### src/rtl/lcd_cmd_pkg.sv
package lcd_cmd_pkg;

    typedef enum logic [1:0] {
        ST_CMD,
        ST_VOL_ARG,
        ST_IND_ARG
    } dec_state_e;

    typedef enum logic [4:0] {
        OP_NONE,
        OP_DISP,
        OP_START,
        OP_PAGE,
        OP_COL_HI,
        OP_COL_LO,
        OP_SEG,
        OP_INV,
        OP_ALLON,
        OP_BIAS,
        OP_RMW_ON,
        OP_RMW_OFF,
        OP_RESET,
        OP_COM,
        OP_PWR,
        OP_RATIO,
        OP_VOL,
        OP_IND
    } op_kind_e;

    typedef struct packed {
        logic       disp_on;
        logic [5:0] start_line;
        logic [3:0] page;
        logic       seg_rev;
        logic       inv_disp;
        logic       all_on;
        logic       bias_sel;
        logic       com_rev;
        logic [2:0] pwr_ctl;
        logic [2:0] res_ratio;
        logic [5:0] volume;
        logic       ind_on;
        logic [1:0] ind_mode;
    } cfg_regs_t;

endpackage

### src/rtl/lcd_op_classify.sv
module lcd_op_classify
    import lcd_cmd_pkg::*;
(
    input  logic [7:0] byte_in,
    output op_kind_e   op
);
    always_comb begin
        op = OP_NONE;
        casez (byte_in)
            8'b0000_????: op = OP_COL_LO;
            8'b0001_????: op = OP_COL_HI;
            8'b0010_0???: op = OP_RATIO;
            8'b0010_1???: op = OP_PWR;
            8'b01??_????: op = OP_START;
            8'h81:        op = OP_VOL;
            8'b1010_000?: op = OP_SEG;
            8'b1010_001?: op = OP_BIAS;
            8'b1010_010?: op = OP_ALLON;
            8'b1010_011?: op = OP_INV;
            8'b1010_110?: op = OP_IND;
            8'b1010_111?: op = OP_DISP;
            8'b1011_????: op = OP_PAGE;
            8'b1100_????: op = OP_COM;
            8'hE0:        op = OP_RMW_ON;
            8'hE2:        op = OP_RESET;
            8'hEE:        op = OP_RMW_OFF;
            default:      op = OP_NONE;
        endcase
    end
endmodule

### src/rtl/lcd_col_ctr.sv
module lcd_col_ctr #(
    parameter int NUM_COLS = 132
) (
    input  logic       clk,
    input  logic       rst_n,
    input  logic       clear,
    input  logic       restore,
    input  logic       load,
    input  logic [7:0] load_val,
    input  logic       inc,
    input  logic       save,
    output logic [7:0] col
);
    localparam logic [7:0] LAST_COL = 8'(NUM_COLS - 1);

    logic [7:0] col_q;
    logic [7:0] saved_q;

    always_ff @(posedge clk) begin
        if (!rst_n) begin
            col_q   <= '0;
            saved_q <= '0;
        end else if (clear) begin
            col_q   <= '0;
            saved_q <= '0;
        end else begin
            if (restore) begin
                col_q <= saved_q;
            end else if (load) begin
                col_q <= (load_val > LAST_COL) ? LAST_COL : load_val;
            end else if (inc && (col_q != LAST_COL)) begin
                col_q <= col_q + 8'd1;
            end
            if (save) begin
                saved_q <= col_q;
            end
        end
    end

    assign col = col_q;
endmodule

### src/rtl/lcd_cmd_decoder.sv
module lcd_cmd_decoder
    import lcd_cmd_pkg::*;
#(
    parameter int         NUM_COLS    = 132,
    parameter logic [5:0] VOL_DEFAULT = 6'h20
) (
    input  logic       clk,
    input  logic       rst_n,
    input  logic       byte_wr,
    input  logic       byte_rd,
    input  logic       is_data,
    input  logic [7:0] byte_in,
    output logic       disp_on,
    output logic [5:0] start_line,
    output logic [3:0] page,
    output logic [7:0] column,
    output logic       seg_rev,
    output logic       inv_disp,
    output logic       all_on,
    output logic       bias_sel,
    output logic       com_rev,
    output logic [2:0] pwr_ctl,
    output logic [2:0] res_ratio,
    output logic [5:0] volume,
    output logic       ind_on,
    output logic [1:0] ind_mode,
    output logic       rmw_active,
    output logic [7:0] status
);
    localparam cfg_regs_t CFG_RESET = '{
        disp_on:    1'b0,
        start_line: 6'd0,
        page:       4'd0,
        seg_rev:    1'b0,
        inv_disp:   1'b0,
        all_on:     1'b0,
        bias_sel:   1'b0,
        com_rev:    1'b0,
        pwr_ctl:    3'd0,
        res_ratio:  3'd0,
        volume:     VOL_DEFAULT,
        ind_on:     1'b0,
        ind_mode:   2'd0
    };

    dec_state_e st_q, st_d;
    op_kind_e   op;
    cfg_regs_t  cfg_q, cfg_d;
    logic       rmw_q, rmw_d;
    logic       cmd_byte, cmd_fire, param_fire;
    logic [7:0] col;
    logic       col_load;
    logic [7:0] col_val;

    lcd_op_classify u_cls (
        .byte_in (byte_in),
        .op      (op)
    );

    assign cmd_byte   = byte_wr && !is_data;
    assign cmd_fire   = cmd_byte && (st_q == ST_CMD);
    assign param_fire = cmd_byte && (st_q != ST_CMD);

    // state register
    always_ff @(posedge clk) begin
        if (!rst_n) st_q <= ST_CMD;
        else        st_q <= st_d;
    end

    // next state
    always_comb begin
        st_d = st_q;
        unique case (st_q)
            ST_CMD: begin
                if (cmd_fire && op == OP_VOL)      st_d = ST_VOL_ARG;
                else if (cmd_fire && op == OP_IND) st_d = ST_IND_ARG;
            end
            ST_VOL_ARG: if (cmd_byte) st_d = ST_CMD;
            ST_IND_ARG: if (cmd_byte) st_d = ST_CMD;
            default:    st_d = ST_CMD;
        endcase
    end

    // register updates
    always_comb begin
        cfg_d = cfg_q;
        rmw_d = rmw_q;
        if (param_fire) begin
            if (st_q == ST_VOL_ARG) cfg_d.volume   = byte_in[5:0];
            else                    cfg_d.ind_mode = byte_in[1:0];
        end else if (cmd_fire) begin
            unique case (op)
                OP_DISP:    cfg_d.disp_on    = byte_in[0];
                OP_START:   cfg_d.start_line = byte_in[5:0];
                OP_PAGE:    cfg_d.page       = byte_in[3:0];
                OP_SEG:     cfg_d.seg_rev    = byte_in[0];
                OP_INV:     cfg_d.inv_disp   = byte_in[0];
                OP_ALLON:   cfg_d.all_on     = byte_in[0];
                OP_BIAS:    cfg_d.bias_sel   = byte_in[0];
                OP_COM:     cfg_d.com_rev    = byte_in[3];
                OP_PWR:     cfg_d.pwr_ctl    = byte_in[2:0];
                OP_RATIO:   cfg_d.res_ratio  = byte_in[2:0];
                OP_IND:     cfg_d.ind_on     = byte_in[0];
                OP_RMW_ON:  rmw_d = 1'b1;
                OP_RMW_OFF: rmw_d = 1'b0;
                OP_RESET: begin
                    cfg_d         = CFG_RESET;
                    cfg_d.disp_on = cfg_q.disp_on;
                    rmw_d         = 1'b0;
                end
                default: ;
            endcase
        end
    end

    always_ff @(posedge clk) begin
        if (!rst_n) begin
            cfg_q <= CFG_RESET;
            rmw_q <= 1'b0;
        end else begin
            cfg_q <= cfg_d;
            rmw_q <= rmw_d;
        end
    end

    // column address path
    assign col_load = cmd_fire && (op == OP_COL_HI || op == OP_COL_LO);
    assign col_val  = (op == OP_COL_HI) ? {byte_in[3:0], col[3:0]}
                                        : {col[7:4], byte_in[3:0]};

    lcd_col_ctr #(.NUM_COLS(NUM_COLS)) u_col (
        .clk      (clk),
        .rst_n    (rst_n),
        .clear    (cmd_fire && op == OP_RESET),
        .restore  (cmd_fire && op == OP_RMW_OFF && rmw_q),
        .load     (col_load),
        .load_val (col_val),
        .inc      (is_data && (byte_wr || (byte_rd && !rmw_q))),
        .save     (cmd_fire && op == OP_RMW_ON),
        .col      (col)
    );

    // outputs
    assign disp_on    = cfg_q.disp_on;
    assign start_line = cfg_q.start_line;
    assign page       = cfg_q.page;
    assign column     = col;
    assign seg_rev    = cfg_q.seg_rev;
    assign inv_disp   = cfg_q.inv_disp;
    assign all_on     = cfg_q.all_on;
    assign bias_sel   = cfg_q.bias_sel;
    assign com_rev    = cfg_q.com_rev;
    assign pwr_ctl    = cfg_q.pwr_ctl;
    assign res_ratio  = cfg_q.res_ratio;
    assign volume     = cfg_q.volume;
    assign ind_on     = cfg_q.ind_on;
    assign ind_mode   = cfg_q.ind_mode;
    assign rmw_active = rmw_q;
    assign status     = {(st_q != ST_CMD), cfg_q.seg_rev, !cfg_q.disp_on, rmw_q, 4'b0000};
endmodule

### config.mk
export PLATFORM = sky130hd
export DESIGN_NAME = lcd_cmd_decoder
export DESIGN_NICKNAME = d
export VERILOG_FILES = /design/src/rtl/lcd_cmd_pkg.sv /design/src/rtl/lcd_op_classify.sv /design/src/rtl/lcd_col_ctr.sv /design/src/rtl/lcd_cmd_decoder.sv
export SDC_FILE = /design/constraint.sdc
export NUM_CORES = 1
export LEC_CHECK = 0
export BUFFER_PORTS_ARGS = -buffer_cell sky130_fd_sc_hd__buf_2
export CAP_MARGIN = 20
export CORE_ASPECT_RATIO = 2
export CORE_MARGIN = 10
export CORE_UTILIZATION = 55
export CTS_CLUSTER_SIZE = 10
export DETAILED_ROUTE_END_ITERATION = 6
export GPL_ROUTABILITY_DRIVEN = 0
export PLACE_DENSITY = 0.82
export SETUP_SLACK_MARGIN = 0.02
export SYNTH_ARGS = -nofsm -noshare
export SYNTH_HDL_FRONTEND = slang
export SYNTH_SLANG_ARGS = --single-unit
### constraint.sdc
create_clock -name clk -period 6.4 [get_ports clk]
set_clock_uncertainty 0.2 [all_clocks]
set_input_delay 1.28 -clock clk [delete_from_list [all_inputs] [get_ports clk]]
set_output_delay 1.28 -clock clk [all_outputs]
set_load 0.02 [all_outputs]
=== Word level (Yosys, flattened, before mapping) ===
Cells that the tools add are included.

* Flip-flop bits (word level): 50
* Word-level logic and storage cells: 142

* Magnitude comparators: 1
* $add $sub $neg: 1
* Reductions and logical operators: 53
* Bitwise operators: 2
* Multiplexer cells: 28
* Equal/unequal tests: 40

{| class="wikitable"
|+ Operator list
! cell !! number
|-
| one-hot mux 5 bit (17 select lines) || 1
|-
| equality test 7 bit (second input constant) || 6
|-
| AND reduction 3 bit || 14
|-
| equality test 5 x 4 -> 1 bit (second input constant) || 8
|-
| two-way mux 8 bit || 5
|-
| equality test 8 bit (second input constant) || 4
|-
| equality test 5 x 3 -> 1 bit (second input constant) || 6
|-
| nonzero test 2 bit || 14
|-
| two-way mux 6 bit || 3
|-
| one-hot mux 1 bit (2 select lines) || 7
|-
| logical AND 1 bit || 13
|-
| two-way mux 2 bit || 6
|-
| one-hot mux 3 bit (2 select lines) || 2
|-
| one-hot mux 6 bit (2 select lines) || 1
|-
| equality test 5 x 2 -> 1 bit (second input constant) || 2
|-
| equality test 5 bit (second input constant) || 2
|-
| two-way mux 9 bit || 1
|-
| adder 8 x 1 -> 8 bit (second input constant) || 1
|-
| equality test 4 bit (second input constant) || 2
|-
| > comparator 8 bit (second input constant) || 1
|-
| != test 8 bit (second input constant) || 1
|-
| one-hot mux 4 bit (2 select lines) || 1
|-
| OR reduction 2 bit || 3
|-
| equality test 5 x 1 -> 1 bit (second input constant) || 1
|-
| 14 further kinds || 20
|}

=== Depth between registers and ports, before layout ===
Gate-level depths: netlist (run 1).

* Depth after elaboration: 8
* Depth in mapped cells: 10
* Mapped depth without buffers: 9

=== By module ===
From an unflattened synthesis (run 1), not the netlist that was laid out.

* Cells, all modules: 357
* Area total of the unflattened synthesis: 3101.7 sq um

{| class="wikitable"
|+ Modules (own cells, without submodules)
! module !! area each (sq um) !! sequential area each (sq um) !! cells an instance !! instances
|-
| lcd_cmd_decoder || 1789.2 || 680.7 || 193 || 1
|-
| lcd_col_ctr || 933.4 || 320.3 || 109 || 1
|-
| lcd_op_classify || 379.1 || 0.0 || 55 || 1
|}

=== Least setup slack after synthesis (run 1) ===
OpenSTA, ideal clock, no wires.

* Path kind: input to register
* Start point: in byte_in[2]
* End point: reg u_col.saved_q[0]
* Required time: 6.083 ns
* Arrival: 3.074 ns
* Setup slack: 3.009 ns
* Buffers on the path: 3
* Cell stages on the path: 9
* Library setup time: 0.117 ns
* Path through: buf_2 > and4b_1 > a2111oi_4 > buf_4 > nand2_1 > nor3_1 > buf_2 > mux2i_1 > nor2_1

* Longest elaborated chain between the ends: 5

{| class="wikitable"
|+ Ends and longest elaborated chain
! element !! RTL line !! text
|-
| from (decl) || lcd_cmd_decoder.sv:12 || <nowiki>input logic [7:0] byte_in,</nowiki>
|-
| equality test 8 bit / equality test 7 bit (equally long branches) || lcd_op_classify.sv:9 || <nowiki>casez (byte_in)</nowiki>
|-
| one-hot mux 5 bit (17 select lines) (*) || lcd_op_classify.sv:9 ||
|-
| equality test 5 x 4 -> 1 bit || lcd_cmd_decoder.sv:134 || <nowiki>.clear (cmd_fire && op == OP_RESET),</nowiki>
|-
| logical AND 1 bit || lcd_cmd_decoder.sv:134 ||
|-
| OR reduction 2 bit (no line) || - ||
|-
| to (signal assigned) || lcd_col_ctr.sv:35 || <nowiki>saved_q <= col_q;</nowiki>
|-
| to (decl) || lcd_col_ctr.sv:17 || <nowiki>logic [7:0] saved_q;</nowiki>
|}

Every way passes the cells marked *; elsewhere a longest branch is shown, timed or not.
A chain may end at the register's enable or synchronous reset.

=== Final worst setup path (run 1) ===
* Start point: in byte_in[0]
* End point: reg u_col.col_q[6], in the netlist u_col.col[6]

* Longest elaborated chain between the ends: 8

{| class="wikitable"
|+ Ends and longest elaborated chain
! element !! RTL line !! text
|-
| equality test 8 bit || lcd_op_classify.sv:9 ||
|-
| one-hot mux 5 bit (17 select lines) || lcd_op_classify.sv:9 ||
|-
| equality test 5 x 3 -> 1 bit || lcd_cmd_decoder.sv:127, lcd_cmd_decoder.sv:128 ||
|-
| two-way mux 8 bit || lcd_cmd_decoder.sv:128 || <nowiki>assign col_val = (op == OP_COL_HI) ? {byte_in[3:0], col[3:0]}</nowiki>
|-
| > comparator 8 bit || lcd_col_ctr.sv:30 || <nowiki>col_q <= (load_val > LAST_COL) ? LAST_COL : load_val;</nowiki>
|-
| two-way mux 8 bit || lcd_col_ctr.sv:30 ||
|-
| two-way mux 8 bit || lcd_col_ctr.sv:29 || <nowiki>end else if (load) begin</nowiki>
|-
| two-way mux 8 bit || lcd_col_ctr.sv:27 || <nowiki>if (restore) begin</nowiki>
|-
| to (signal assigned) || lcd_col_ctr.sv:28 || <nowiki>col_q <= saved_q;</nowiki>
|-
| to (signal assigned) || lcd_col_ctr.sv:30 ||
|-
| to (signal assigned) || lcd_col_ctr.sv:32 || <nowiki>col_q <= col_q + 8'd1;</nowiki>
|-
| to (decl) || lcd_col_ctr.sv:16 || <nowiki>logic [7:0] col_q;</nowiki>
|}

Parallel ways exist; a longest one is shown, timed or not.

==> impl_metrics.env, run 1 <==
export IMPL_numCtsBuffers=5
export IMPL_num_rows=38
export IMPL_synth_edf_count=0
export IMPL_synthXorXnorAreaFrac=0.00279
export IMPL_setup_violations=0
export IMPL_initial_core_util=0.574
export IMPL_grt_pass1_vias=2914
export IMPL_finalWorstSetupSlack_ns=2.54
export IMPL_critPathLaunchType="primary input"
export IMPL_io_buffers=56
export IMPL_cts_resized=0
export IMPL_yosysWarnings=0
export IMPL_synthArstFlopShare=0
export IMPL_cts_buffer_depth=2
export IMPL_synth_main_ff_cell="dfxtp_1"
export IMPL_swShare=0.297
export IMPL_final_layout_size_suffix_gt1_frac=0.209
export IMPL_cp_required_ns=6.42
export IMPL_clk_latency_ns=0.31
export IMPL_hold_viol=0
export IMPL_finalInstanceArea_um2=3410
export IMPL_cts_tree="built"
export IMPL_die_h_um=127
export IMPL_worstPathCellList="buf_2 > nand3b_1 > a2111oi_4 > a2111oi_4 > nor2_1 > nand3_1 > nand2_1 > o32ai_1"
export IMPL_worst_pin_slew_ns=0.871
export IMPL_via_count=2981
export IMPL_ys_top_cells_by_area="dfxtp_1 (32%), mux2i_1 (6.4%), nand3_1 (4.8%)"
export IMPL_track_usage=0.180
export IMPL_instances_no_fill=471
export IMPL_crit_path_max_incr_delay_ns=0.78
export IMPL_yosysTopAreaCell="dfxtp_1"
export IMPL_hpwl_mm=6.41
export IMPL_holdWs_ns=0.263
export IMPL_combPwrFrac=0.170
export IMPL_cpMaxStageDelayCell="a2111oi_4"
export IMPL_slew_viol_final=0
export IMPL_crit_fanout=20
export IMPL_worstPathArrival_ns=3.88
export IMPL_fmax_mhz=259
export IMPL_finalSetupTns_ns=0
export IMPL_die_area_um2=9310
export IMPL_core_area_um2=5470
export IMPL_nets=426
export IMPL_multi_input_area_um2=1900
export IMPL_synth_seq_cells=50
export IMPL_p_int_mw=0.426
export IMPL_drc=0
export IMPL_fillCellCount=493
export IMPL_overflow=0
export IMPL_dp_worst_setup_slack_ns=2.26
export IMPL_syn_to_final_growth_pct=8.77
export IMPL_power_density_nw_per_um2=178
export IMPL_antenna_found_initial=0
export IMPL_grt_max_degree=37
export IMPL_ir_worst_vdd_uv=203
export IMPL_dp_cells=463
export IMPL_via_per_inst=6.33
export IMPL_rsz0062_at_grt="no"
export IMPL_firstDrtPassIters=7
export IMPL_pwr_share_seq=0.530
export IMPL_pwr_share_clk=0.300
export IMPL_yosys_area_top_type_share=0.319
export IMPL_path_clk_slew_ns=0.09
export IMPL_htree_levels=2
export IMPL_total_power_mw=0.606
export IMPL_critPathKind="primary input to register"
export IMPL_drt_total_wl_mm=8.50
export IMPL_relSlewSlack=0.419
export IMPL_critPathMostFrequentCell="a2111oi_4"
export IMPL_critPathTopFamily="compound AO/OA/AOI/OAI gates"
export IMPL_io_pins=61
export IMPL_n_antenna_cell=0
export IMPL_synth_adder_area_share=0.0120
export IMPL_leakagePower_nw=1.33
export IMPL_post_cts_buffers=0
export IMPL_cap_violations=0
export IMPL_cts_sinks=50
export IMPL_synth_compound_area_frac=0.227
export IMPL_synth_simple_gate_area_frac=0.296
export IMPL_syn_area_per_cell_um2=8.37
export IMPL_cts_root_buf="clkbuf_8"
export IMPL_worst_path_buf_inv=1
export IMPL_p_switching_mw=0.180
export IMPL_register_area_um2=1000
export IMPL_dpl_cell_area_um2=3330
export IMPL_worstSetupEndpointType="register"
export IMPL_drtAntennaViolNets=0
export IMPL_syn_cell_area_um2=3140
export IMPL_netlist_instances=375
export IMPL_grt_pass1_wl_mm=13.8
export IMPL_fin_crit_ns=3.86
export IMPL_drt_initial_drc_count=247
export IMPL_min_path_type="register to register"
export IMPL_synth_top_family_by_area="simple AND/OR/NAND/NOR gates"
export IMPL_postLayoutCoreUtil=0.624
export IMPL_die_w_um=73.4
export IMPL_finalCritPeriodShare=0.603
export IMPL_cts_hold_fix_buffers=0
export IMPL_muxShareOfSynthArea=0.0638
export IMPL_outcome="complete, no violations"
export IMPL_seq_area_frac_synth=0.319
export IMPL_avgRoutedWirePerCell_um=18.0
export IMPL_synth_cell_types=66
metal layers:
| metal | vias to the layer above | track usage | wire [µm] | share of wire |
|---|---|---|---|---|
| met5 | - | 0 | 0 | 0 |
| met4 | 0 | 0.0981 | 336 | 0.040 |
| met3 | 32 | 0.0445 | 569 | 0.067 |
| met2 | 136 | 0.321 | 4640 | 0.55 |
| met1 | 1392 | 0.180 | 2960 | 0.35 |
| li1 | 1421 | - | - | - |
state kept, by name, indices dropped and copies added (netlist names):
register / count
u_col.col: 8
u_col.saved_q: 8
start_line: 6
volume: 6
page: 4
pwr_ctl: 3
res_ratio: 3
ind_mode: 2
st_q: 2
all_on: 1
bias_sel: 1
com_rev: 1
disp_on: 1
ind_on: 1
inv_disp: 1
rmw_active: 1
seg_rev: 1
final timing paths:
path                     from  cells after the start           end  slack (ns)
setup / recovery   byte_in[0]                      8  u_col.col[6]        2.54
hold / removal    ind_mode[1]                      2   ind_mode[1]        0.26
setup reg to reg      st_q[0]                      9  u_col.col[4]        3.69
hold reg to reg   ind_mode[1]                      2   ind_mode[1]        0.26
final cells by class:
type	count	area share
timing repair buffer	60	0.0909
inverter	10	0.0110
clock inverter	2	0.00403
sequential	50	0.293
clock buffer	6	0.0213
tap	60	0.0220
multi-input combinational	283	0.558
power groups by stage:
| stage | Sequential [mW] | Combinational (mW) | Clock, mW |
|---|---|---|---|
| 5_1_grt | 0.322 | 0.112 | 0.197 |
| 3_3_place_gp | 0.328 | 0.0994 | 0 |
| 4_1_cts | 0.321 | 0.102 | 0.188 |
| 6_report | 0.321 | 0.103 | 0.182 |
| 2_1_floorplan | 0.331 | 0.0793 | 0 |
| 3_5_place_dp | 0.329 | 0.101 | 0 |
cells in the mapped netlist, types with 3 or more instances:
cell,count
o211ai_1,3
nor3b_1,5
buf_4,8
a31oi_1,4
a21oi_1,12
a21boi_1,19
and3_1,6
nand2b_1,4
nor2_1,29
nor4b_1,3
buf_6,4
mux2i_1,20
nor4_1,3
inv_1,9
dfxtp_1,50
o221ai_1,4
clkbuf_1,10
or3_1,4
buf_2,13
nand3b_1,3
o21ai_0,6
nor2b_1,12
nand4_1,4
a211oi_1,8
ha_1,3
nor3_1,10
nand3_1,30
a21boi_0,4
nand2_1,38
kinds of logic (layout without fill, tap and decap cells):
| family | Yosys count | after routing |
|---|---|---|
| XOR/XNOR | 1 | 1 |
| multiplexers | 20 | 20 |
| AND/OR/NAND/NOR | 166 | 166 |
| buffers and inverters | 45 | 78 |
| other | 1 | 4 |
| AO/OA/AOI/OAI | 89 | 89 |
| adder cells (fa/ha/maj) | 3 | 3 |
| flip-flops | 50 | 50 |
worst register-to-register path: stages (launching register included):
cell	delay, ns
dfxtp_1	0.32
inv_1	0.07
ha_1	0.26
inv_1	0.14
nor2_1	0.31
o21ai_1	0.24
or3_1	0.48
mux2i_1	0.23
mux2i_1	0.11
a211oi_1	0.26
placed cells by master (no fill, tap or decap), drive strengths merged, types with 6 or more instances in the layout:
cell type / netlist / final
buf: 25 / 60
dfxtp: 50 / 50
nand2: 38 / 38
nand3: 30 / 30
nor2: 29 / 29
a21boi: 24 / 24
mux2i: 20 / 20
nor2b: 12 / 12
a21oi: 12 / 12
nor3: 11 / 11
inv: 10 / 10
o21ai: 9 / 9
a211oi: 8 / 8
and3: 6 / 6
clkbuf: 10 / 6
(Power assumes the default switching activity.)
==> run 2: changes to the inputs <==
==> constraint.sdc (replaced) <==
create_clock -name clk -period 3.9 [get_ports clk]
set_clock_uncertainty 0.2 [all_clocks]
set_input_delay 0.78 -clock clk [delete_from_list [all_inputs] [get_ports clk]]
set_output_delay 0.78 -clock clk [all_outputs]
set_load 0.02 [all_outputs]
==> impl_metrics.env, run 2 (same netlist as run 1, synthesis figures left out) <==
export IMPL_nets=430
export IMPL_syn_to_final_growth_pct=10.6
export IMPL_holdCritStartpoint="start_line[0]"
export IMPL_drt_initial_drc_count=219
export IMPL_leakagePower_nw=1.37
export IMPL_worstPathArrival_ns=3.35
export IMPL_dp_cells=467
export IMPL_relSlewSlack=0.395
export IMPL_met1_usage=0.184
export IMPL_ir_worst_vdd_uv=272
export IMPL_firstDrtPassIters=5
export IMPL_dp_worst_setup_slack_ns=0.297
export IMPL_instances_no_fill=475
export IMPL_grt_pass1_vias=2877
export IMPL_overflow=0
export IMPL_slew_viol_final=0
export IMPL_use_met3=0.0437
export IMPL_busiest_layer="met2"
export IMPL_rsz0062_at_grt="no"
export IMPL_r2r_setup_slack_ns=1.13
export IMPL_numCtsBuffers=5
export IMPL_num_rows=38
export IMPL_cts_tree="built"
export IMPL_power_density_nw_per_um2=308
export IMPL_core_area_um2=5470
export IMPL_min_path_cells=2
export IMPL_fin_crit_ns=3.35
export IMPL_drc=0
export IMPL_clk_latency_ns=0.30
export IMPL_antenna_found_initial=0
export IMPL_reg2reg_to="u_col.col[1]"
export IMPL_min_path_type="register to register"
export IMPL_worstSetupEndpointType="register"
export IMPL_setup_violations=0
export IMPL_grt_max_degree=37
export IMPL_use_met2=0.327
export IMPL_final_layout_size_suffix_gt1_frac=0.219
export IMPL_via_count=2952
export IMPL_finalSetupTns_ns=0
export IMPL_hpwl_mm=6.60
export IMPL_cap_violations=0
export IMPL_cts_resized=0
export IMPL_io_buffers=56
export IMPL_avgRoutedWirePerCell_um=18.1
export IMPL_grt_pass1_wl_mm=14.1
export IMPL_finalWorstSetupSlack_ns=0.551
export IMPL_worst_pin_slew_ns=0.908
export IMPL_cts_root_buf="clkbuf_8"
export IMPL_cts_hold_fix_buffers=0
export IMPL_drt_total_wl_mm=8.58
export IMPL_final_common_cell="buf_2"
export IMPL_cts_buffer_depth=2
export IMPL_hold_viol=0
export IMPL_finalCritPeriodShare=0.859
export IMPL_path_clk_slew_ns=0.09
export IMPL_via_per_inst=6.21
export IMPL_io_pins=61
export IMPL_drtAntennaViolNets=0
export IMPL_crit_fanout=17
export IMPL_outcome="complete, no violations"
export IMPL_die_area_um2=9310
export IMPL_initial_core_util=0.574
export IMPL_critPathLaunchType="primary input"
export IMPL_critPathKind="primary input to register"
export IMPL_final_cell_mix="buf_2 (56), dfxtp_1 (50), nand2_1 (38), nand3_1 (30), nor2_1 (29)"
export IMPL_postLayoutCoreUtil=0.635
export IMPL_holdPathEnd="start_line[0]"
export IMPL_fmax_mhz=299
export IMPL_n_antenna_cell=0
export IMPL_track_usage=0.182
export IMPL_reg2reg_depth=9
export IMPL_die_h_um=127
export IMPL_cp_required_ns=3.90
export IMPL_reg2reg_from="st_q[0]"
export IMPL_die_w_um=73.4
export IMPL_htree_levels=2
export IMPL_post_cts_buffers=0
export IMPL_cts_sinks=50
-- run 2: cell count changes in the layout (fill, tap and decap cells not counted) --
cell / delta
inv_6: +1
clkinv_4: -1
bufinv_16: +1
clkbuf_1: -1
buf_4: +4
-- run 2: worst max path at each step --
stage                           from          endpoint  slack [ns]
after floorplan           byte_in[2]  u_col.saved_q[0]        1.01
after global placement    byte_in[4]      u_col.col[6]        0.41
after detailed placement  byte_in[4]      u_col.col[3]        0.30
after CTS                 byte_in[4]      u_col.col[3]        0.62
after global routing      byte_in[4]      u_col.col[3]        0.36
final                     byte_in[4]      u_col.col[3]        0.55
-- run 2: per-stage QoR --
| stage | total power, mW | area (µm²) | hold slack, ns |
|---|---|---|---|
| after detailed placement | 0.708 | 3360 | 0.254 |
| after global placement | 0.705 | 3360 | 0.245 |
| after global routing | 1.11 | 3470 | 0.284 |
| after floorplan | 0.673 | 3150 | 0.260 |
| final | 1.07 | 3470 | 0.265 |
| after CTS | 1.08 | 3470 | 0.268 |
-- run 2: metal layers --
metal  routed length, µm  part of all wire
met4                 412             0.048
met5                   0                 0
met3                 594             0.069
met2                4640              0.54
met1                2930              0.34
-- run 2: power breakdown --
part | internal [mW] | leakage, nW | total (mW) | switching [mW]
logic | 0.0587 | 0.904 | 0.173 | 0.115
clock network | 0.192 | 0.0585 | 0.368 | 0.176
registers | 0.517 | 0.404 | 0.527 | 0.00986
total | 0.768 | 1.37 | 1.07 | 0.300
-- run 2: final cells by class --
type	count	area, µm²
fillers	497	2000
multi-input cells	283	1900
flip-flops and latches	50	1000
repair buffers	64	340
well taps	60	75.1
clock buffers	5	68.8
clock inverters	3	43.8
inverters	10	37.5
-- run 2: worst max-delay path, cell delays in order --
cell and delay, ns:
buf_2 0.21, and4b_1 0.26, a2111oi_4 0.86, nor2_1 0.28, nand3_1 0.18, nand2_1 0.34, nor4_1 0.41
==> run 3: changes to the inputs <==
--- a/config.mk
+++ b/config.mk
@@ -5,6 +5,7 @@
 export SDC_FILE = /design/constraint.sdc
 export NUM_CORES = 1
 export LEC_CHECK = 0
+export ABC_AREA = 1
 export BUFFER_PORTS_ARGS = -buffer_cell sky130_fd_sc_hd__buf_2
 export CAP_MARGIN = 20
 export CORE_ASPECT_RATIO = 2
==> impl_metrics.env, run 3 <==
export IMPL_outcome="complete, no violations"
export IMPL_critPathKind="register to register"
export IMPL_worst_path_buf_inv=4
export IMPL_post_cts_buffers=0
export IMPL_fmax_mhz=379
export IMPL_die_h_um=123
export IMPL_busiest_layer="met2"
export IMPL_cap_violations=0
export IMPL_die_w_um=71.6
export IMPL_cts_hold_fix_buffers=0
export IMPL_via_count=2905
export IMPL_syn_to_final_growth_pct=10.1
export IMPL_synth_cell_types=40
export IMPL_cts_root_buf="clkbuf_8"
export IMPL_grt_pass1_vias=2798
export IMPL_leakagePower_nw=1.43
export IMPL_yosys_area_top_type_share=0.341
export IMPL_clk_latency_ns=0.31
export IMPL_core_area_um2=5180
export IMPL_slew_viol_final=0
export IMPL_synth_adder_area_share=0.0128
export IMPL_track_usage=0.177
export IMPL_use_met3=0.0369
export IMPL_synthXorXnorAreaFrac=0.0149
export IMPL_holdCritStartpoint="pwr_ctl[1]"
export IMPL_seq_area_frac_synth=0.341
export IMPL_grt_max_degree=29
export IMPL_rsz0062_at_grt="no"
export IMPL_crit_path_max_incr_delay_ns=0.39
export IMPL_drt_total_wl_mm=7.87
export IMPL_drtAntennaViolNets=0
export IMPL_io_pins=61
export IMPL_final_cell_mix="nand2_1 (91), buf_2 (56), dfxtp_1 (50), a21oi_1 (40), inv_1 (30)"
export IMPL_drc=0
export IMPL_nets=472
export IMPL_worstSetupEndpointType="register"
export IMPL_finalWorstSetupSlack_ns=1.26
export IMPL_r2r_setup_slack_ns=1.26
export IMPL_ir_worst_vdd_uv=325
export IMPL_yosysWarnings=0
export IMPL_multi_input_area_um2=1610
export IMPL_drt_initial_drc_count=176
export IMPL_muxShareOfSynthArea=0
export IMPL_met1_usage=0.166
export IMPL_synthArstFlopShare=0
export IMPL_critPathLaunchType="register"
export IMPL_cts_sinks=50
export IMPL_reg2reg_from="st_q[0]"
export IMPL_avgRoutedWirePerCell_um=15.3
export IMPL_io_buffers=56
export IMPL_synth_common_cells="nand2_1 (91), dfxtp_1 (50), a21oi_1 (40)"
export IMPL_htree_levels=2
export IMPL_synth_main_ff_cell="dfxtp_1"
export IMPL_syn_cell_area_um2=2930
export IMPL_use_met2=0.326
export IMPL_register_area_um2=1000
export IMPL_dp_worst_setup_slack_ns=0.992
export IMPL_antenna_found_initial=0
export IMPL_netlist_instances=413
export IMPL_crit_fanout=28
export IMPL_hold_viol=0
export IMPL_cp_required_ns=3.91
export IMPL_via_per_inst=5.65
export IMPL_overflow=0
export IMPL_cts_tree="built"
export IMPL_hpwl_mm=6.19
export IMPL_final_layout_size_suffix_gt1_frac=0.248
export IMPL_critPathTopFamily="simple AND/OR/NAND/NOR gates"
export IMPL_total_power_mw=0.967
export IMPL_fin_crit_ns=2.64
export IMPL_cts_buffer_depth=2
export IMPL_startpoint="st_q[0]"
export IMPL_holdWs_ns=0.243
export IMPL_finalSetupTns_ns=0
export IMPL_postLayoutCoreUtil=0.623
export IMPL_firstDrtPassIters=5
export IMPL_setup_violations=0
export IMPL_n_antenna_cell=0
export IMPL_numCtsBuffers=5
export IMPL_yosysTopAreaCell="dfxtp_1"
export IMPL_synth_compound_area_frac=0.175
export IMPL_die_area_um2=8830
export IMPL_cts_resized=0
export IMPL_grt_pass1_wl_mm=12.8
export IMPL_min_path_type="register to register"
export IMPL_initial_core_util=0.566
export IMPL_power_density_nw_per_um2=299
export IMPL_num_rows=37
export IMPL_ys_top_cells_by_area="dfxtp_1 (34%), nand2_1 (12%), a21oi_1 (6.8%)"
export IMPL_finalCritPeriodShare=0.677
export IMPL_final_common_cell="nand2_1"
export IMPL_synth_edf_count=0
export IMPL_worstPathCellList="inv_1 > ha_1 > nand2_1 > clkinv_2 > nand2_2 > nand3_2 > o21ai_0 > inv_2 > nand2_1 > inv_1"
export IMPL_synth_simple_gate_area_frac=0.340
export IMPL_cpMaxStageDelayCell="nand2_2"
export IMPL_relSlewSlack=0.619
export IMPL_synth_top_family_by_area="simple AND/OR/NAND/NOR gates"
export IMPL_fillCellCount=506
export IMPL_yosysMostFrequentCell="nand2_1"
export IMPL_syn_area_per_cell_um2=7.10
export IMPL_worst_pin_slew_ns=0.566
export IMPL_synth_seq_cells=50
export IMPL_path_clk_slew_ns=0.09
export IMPL_worstPathArrival_ns=2.65
run 3: cell types whose count changed after synthesis, sizes merged, moves of 20 or more:
cell and delta:
a21oi +31, o21ai +24, mux2i -20, inv +36, nand2 +59, a21boi -24
run 3: layer usage:
metal  up-vias  wire length (µm)
met5         -                 0
met4         0               463
met3        36               332
met2        89              4280
met1      1342              2790
li1       1438                 -
run 3: tightest hold or removal path: cells and delay by family, from the launching register on:
family	cells	cell delay, ns
buffers and inverters	1	0.04
AO/OA/AOI/OAI	1	0.04
flip-flops	1	0.31
run 3: final cells by class:
| class | instances | share of cell area |
|---|---|---|
| flip-flops and latches | 50 | 0.310 |
| multi-input cells | 294 | 0.498 |
| repair buffers | 56 | 0.0868 |
| well taps | 58 | 0.0225 |
| clock buffers | 6 | 0.0225 |
| inverters | 49 | 0.0577 |
| clock inverters | 1 | 0.00232 |
run 3: logic make-up (layout without fill, tap and decap cells):
| logic type | count (synthesis) | in the layout |
|---|---|---|
| simple gates | 199 | 199 |
| compound gates | 83 | 83 |
| buf+inv | 72 | 112 |
| flops | 50 | 50 |
| xor+xnor | 5 | 5 |
| fa+ha+maj | 3 | 3 |
| other cells | 1 | 4 |
run 3: through the flow:
stage	area, µm²	std cells
after floorplan	2950	416
after global placement	3150	507
after detailed placement	3150	507
after CTS	3230	514
after global routing	3230	514
final	3230	514
run 3: path summary, 6_finish.rpt:
check | to | cells past startpoint
setup reg to reg | u_col.col[5] | 10
hold / removal | pwr_ctl[1] | 2
setup / recovery | u_col.col[5] | 10
hold reg to reg | pwr_ctl[1] | 2
run 3: report_power, final:
group	switching (mW)	total, mW	leakage, nW	internal, mW
combinational	0.101	0.142	0.990	0.0413
sequential	0.0132	0.532	0.404	0.519
clock	0.170	0.293	0.0373	0.123
total	0.284	0.967	1.43	0.683
